[src/rtl/fcx_pkg.sv]
// Package: shared constants and types of the compare flag unit.
// Assumes a 32-bit flag word with fixed bit positions that a status
// consumer decodes.
package fcx_pkg;

    localparam int FLAG_W      = 32;
    localparam int FB_DIV0     = 0;
    localparam int FB_INEXACT  = 1;
    localparam int FB_UNDER    = 2;
    localparam int FB_OVER     = 3;
    localparam int FB_INVALID  = 4;
    localparam int FB_INFLUSH  = 5;
    localparam int FB_OUTFLUSH = 6;

    // Class bits of one operand that matter to a compare.
    typedef struct packed {
        logic is_nan;
        logic is_denorm;
    } opnd_class_t;

endpackage

[src/rtl/fcx_classify.sv]
// Module: fcx_classify
// Classifies the magnitude of one floating-point operand (sign removed).
// Assumes the exponent field sits above the mantissa field.
module fcx_classify #(
    parameter int EXP_W = 8,
    parameter int MAN_W = 23
) (
    input  logic [EXP_W+MAN_W-1:0] mag,
    output fcx_pkg::opnd_class_t   cls
);
    localparam logic [EXP_W-1:0] EXP_ONES = {EXP_W{1'b1}};

    logic [EXP_W-1:0] exp_f;
    logic [MAN_W-1:0] man_f;
    logic             man_nz;

    assign exp_f  = mag[EXP_W+MAN_W-1 -: EXP_W];
    assign man_f  = mag[MAN_W-1:0];
    assign man_nz = |man_f;

    // Derive the class from the exponent extremes and the mantissa.
    always_comb begin
        cls.is_nan    = (exp_f == EXP_ONES) && man_nz;
        cls.is_denorm = (exp_f == '0) && man_nz;
    end
endmodule

[src/rtl/fcx_flag_pack.sv]
// Module: fcx_flag_pack
// Packs the exception flags of a >= compare into the flag word.
// Assumes the operand classes come from fcx_classify.
module fcx_flag_pack (
    input  fcx_pkg::opnd_class_t        cls_a,
    input  fcx_pkg::opnd_class_t        cls_b,
    output logic [fcx_pkg::FLAG_W-1:0]  flags
);
    import fcx_pkg::*;

    // Only invalid and input flush can arise from a compare.
    always_comb begin
        flags              = '0;
        flags[FB_DIV0]     = 1'b0;
        flags[FB_INEXACT]  = 1'b0;
        flags[FB_UNDER]    = 1'b0;
        flags[FB_OVER]     = 1'b0;
        flags[FB_OUTFLUSH] = 1'b0;
        flags[FB_INVALID]  = cls_a.is_nan | cls_b.is_nan;
        flags[FB_INFLUSH]  = cls_a.is_denorm | cls_b.is_denorm;
    end
endmodule

[src/rtl/fcx_wb_reg.sv]
// Module: fcx_wb_reg
// Result register with a guarded load and a one-cycle write strobe.
// Assumes a synchronous active-low reset.
module fcx_wb_reg #(
    parameter int W = 32
) (
    input  logic         clk,
    input  logic         rst_n,
    input  logic         load,
    input  logic [W-1:0] d,
    output logic [W-1:0] q,
    output logic         we
);
    // Capture the vector on an accepted request, and hold it otherwise.
    always_ff @(posedge clk) begin
        if (!rst_n) begin
            q  <= '0;
            we <= 1'b0;
        end else begin
            we <= load;
            if (load) q <= d;
        end
    end
endmodule

[src/rtl/fcmp_geflags_unit.sv]
// Module: fcmp_geflags_unit (top)
// Reports the IEEE exception flags of a >= compare of two operands.
// Denormal inputs count as flushed to zero. Result latency is one cycle.
// Assumes one request per cycle at most, marked by in_valid.
module fcmp_geflags_unit #(
    parameter int EXP_W = 8,
    parameter int MAN_W = 23
) (
    input  logic                        clk,
    input  logic                        rst_n,
    input  logic                        in_valid,
    input  logic [EXP_W+MAN_W:0]        opnd_a,
    input  logic [EXP_W+MAN_W:0]        opnd_b,
    input  logic                        wr_guard,
    output logic [fcx_pkg::FLAG_W-1:0]  flags_out,
    output logic                        wr_en
);
    localparam int DW   = 1 + EXP_W + MAN_W;
    localparam int MAGW = DW - 1;
    localparam int NOP  = 2;

    logic [MAGW-1:0]          mag_arr [NOP];
    fcx_pkg::opnd_class_t     cls_arr [NOP];
    logic [fcx_pkg::FLAG_W-1:0] flags_d;
    logic                     sign_unused;
    logic                     accept;

    // Strip the signs, because a compare's flags do not depend on them.
    assign mag_arr[0]  = opnd_a[MAGW-1:0];
    assign mag_arr[1]  = opnd_b[MAGW-1:0];
    assign sign_unused = opnd_a[DW-1] ^ opnd_b[DW-1];

    for (genvar gi = 0; gi < NOP; gi++) begin : g_cls
        fcx_classify #(.EXP_W(EXP_W), .MAN_W(MAN_W)) u_cls (
            .mag (mag_arr[gi]),
            .cls (cls_arr[gi])
        );
    end

    fcx_flag_pack u_pack (
        .cls_a (cls_arr[0]),
        .cls_b (cls_arr[1]),
        .flags (flags_d)
    );

    assign accept = in_valid & wr_guard;

    fcx_wb_reg #(.W(fcx_pkg::FLAG_W)) u_wb (
        .clk   (clk),
        .rst_n (rst_n),
        .load  (accept),
        .d     (flags_d),
        .q     (flags_out),
        .we    (wr_en)
    );
endmodule

[config.mk]
export PLATFORM = sky130hd
export DESIGN_NAME = fcmp_geflags_unit
export DESIGN_NICKNAME = d
export VERILOG_FILES = /design/src/rtl/fcx_pkg.sv /design/src/rtl/fcx_classify.sv /design/src/rtl/fcx_flag_pack.sv /design/src/rtl/fcx_wb_reg.sv /design/src/rtl/fcmp_geflags_unit.sv
export SDC_FILE = /design/constraint.sdc
export NUM_CORES = 1
export LEC_CHECK = 0
export BUFFER_PORTS_ARGS = -buffer_cell sky130_fd_sc_hd__buf_4
export CAP_MARGIN = 20
export CORE_ASPECT_RATIO = 1.2
export CORE_MARGIN = 2
export CORE_UTILIZATION = 27
export DETAILED_ROUTE_END_ITERATION = 7
export PLACE_DENSITY = 0.93
export SYNTH_ARGS = -nofsm -noshare
export SYNTH_HDL_FRONTEND = slang
export SYNTH_SLANG_ARGS = --single-unit
[constraint.sdc]
create_clock -name clk -period 2.7 [get_ports clk]
set_input_delay 0.54 -clock clk [delete_from_list [all_inputs] [get_ports clk]]
set_output_delay 0.54 -clock clk [all_outputs]
set_load 0.02 [all_outputs]
==> out/qor.yml <==
wire_per_inst_um: 10.8
coreArea_um2: 1870
drc: 0
syn_area_um2: 539
final_nets: 215
grt.overflow.total: 0
grt_start_max_net_pins: 6
path_delay_family: "simple AND/OR/NAND/NOR gates"
antenna_found_initial: 0
synth_ff_type: "dfxtp_1"
clkSinkCount: 3
drt_iter0_markers: 5
cts_inserted_buffers: 3
async_reset_ff_share_pct: 0
ys_seq_area_share_pct: 11.1
rsz0062_at_grt: "no"
clock_path_buffers: 2
met2_usage_pct: 31.6
synth_seq_cells: 3
pin_count: 101
dp_hpwl_mm: 1.63
p_switching_w: 0.0000880
final.fill_count: 191
synth_top_cell_by_area: "buf_4"
power.share.clock_pct: 32.5
critPathKind: "in -> reg"
layout_min_cycle_time_ns: 1.29
slowest_stage: "nor4_1"
finalClockSkew_ns: 0
grt_pass1_wl_mm: 2.80
startpoint_type: "primary input"
cpPeakStageDelay_ns: 0.29
yosys_warnings: 0
dieHeight_um: 53.0
start_util_pct: 28.8
grt_pass1_vias: 773
die_w_um: 44.8
clk_pin_slew_worst_paths_ns: 0.03
path_max_fanout: 2
drv_slew: 0
gp_congestion: 0.661
cap_violations: 0
min-delay-path-class: "reg -> reg"
cts_tree: "done"
pre_cts_ws_ns: 1.15
num_rows: 17
top_usage_layer: "met2"
synth_edf_count: 0
antenna_left: 0
crit_chain: "buf_4, nor4_1, nand4_1, nor3_1, o22ai_1"
drtPass1Iterations: 4
worst_slack_ns: 1.41
cellLeakagePower_nw: 0.505
cts_setup_buffers: 0
syn_inst: 75
comb_power_share_pct: 49.6
drt_wl_total_mm: 1.79
grtUsageMet3_pct: 5.12
setup_viol: 0
synthTopCellsByArea: "buf_4, nor4_1, dfxtp_1"
cts_resized: 0
swShare_pct: 34.7
ys_types: 19
fin_tns_setup_ns: 0
diodes: 0
power_density_nw_per_um2: 258
grt_util_met1_pct: 14.2
endpoint_kind: "register"
cts_hold_buf: 0
area_growth_pct: 82.4
ir_worst_vdd_uv: 98.4
grt_usage_pct: 16.4
clock.fmax_mhz: 773
pwr-share-seq_pct: 17.9
drive_above_1_share_pct: 50.7
synth_top_area_share_pct: 41.8
crit_required_ns: 2.81
status: "finished clean"
vias: 773
netlist_top_cells_count: "buf_4, nor4_1, nand4_1, nor3_1"
dieArea_um2: 2370
fin_crit_sh_pct: 47.9
io_buffers: 68
htreeDepth: 1
vias_per_cell: 4.68
cts_root_buf: "clkbuf_4"
clock_latency_ns: 0.24
critPathArrivalTime_ns: 1.41
syn_area_per_cell_um2: 7.19
hold_viol: 0
synth.most_common_cell: "buf_4"
p_int_w: 0.000166
crit_buf_inv: 1
## cell usage in the layout (no fill, tap or decap), types with 2 or more instances in the layout
cell type / count
nor4_1: 14
clkbuf_4: 3
a31oi_1: 2
a21oi_1: 2
buf_4: 68
nand4_1: 5
and3_1: 2
nand2_1: 3
nor3_1: 4
dfxtp_1: 3
conb_1: 30
## cells by family (layout without fill, tap and decap cells)
group / count (synthesis) / in the layout / share of synthesized area [%]
simple gates: 34 / 34 / 39.2
buf+inv: 30 / 72 / 41.8
compound gates: 7 / 7 / 7.19
flops: 3 / 3 / 11.1
other cells: 1 / 30 / 0.695
## state kept, by name (all words and copies together), names as in the netlist
name / cells
u_wb.q: 2
u_wb.we: 1
## final timing paths
check	from	to	depth (start not counted)	slack, ns
max	opnd_b[10]	u_wb.q[5]$_SDFFE_PN0P_	5	1.41
min	u_wb.q[4]$_SDFFE_PN0P_	u_wb.q[4]$_SDFFE_PN0P_	2	0.61
max reg2reg	u_wb.q[5]$_SDFFE_PN0P_	u_wb.q[5]$_SDFFE_PN0P_	4	1.76
min reg2reg	u_wb.q[4]$_SDFFE_PN0P_	u_wb.q[4]$_SDFFE_PN0P_	2	0.61
## power by group through the flow
stage	Clock, W	Sequential, W	Combinational, W
2_1_floorplan	0	0.0000469	0.0000784
3_3_place_gp	0	0.0000461	0.000123
3_5_place_dp	0	0.0000461	0.000125
4_1_cts	0.0000846	0.0000454	0.000125
5_1_grt	0.0000878	0.0000454	0.000137
6_report	0.0000825	0.0000454	0.000126
## tightest hold or removal path: cells and delay by family (launching register included)
kind           cells  cell delay [ns]
AO/OA/AOI/OAI      2             0.22
flip-flops         1             0.35
## metrics by stage
step,area [um2],hold WS (ns),std cells,util (%),power [W]
2_1_floorplan,648,0.628,104,-,0.000125
3_3_place_gp,957,0.564,161,51.1,0.000169
3_5_place_dp,957,0.601,161,51.1,0.000171
4_1_cts,983,0.607,165,52.5,0.000255
5_1_grt,983,0.640,165,52.5,0.000270
6_report,983,0.608,165,52.5,0.000254
## layout make-up
| type | instances | area (um2) | share of cell area (%) |
|---|---|---|---|
| clock buffer | 4 | 26.3 | 2.67 |
| sequential | 3 | 60.1 | 6.11 |
| multi-input combinational | 71 | 363 | 36.9 |
| tap | 19 | 23.8 | 2.42 |
| timing repair buffer | 68 | 510 | 51.9 |
## per-layer routing
metal / vias to the layer above / share of wire [%]
li1: 366 / -
met1: 338 / 30
met2: 65 / 54
met3: 4 / 14
met4: 0 / 1.9
met5: - / 0
Note: power is estimated with default switching activity, not from simulation.
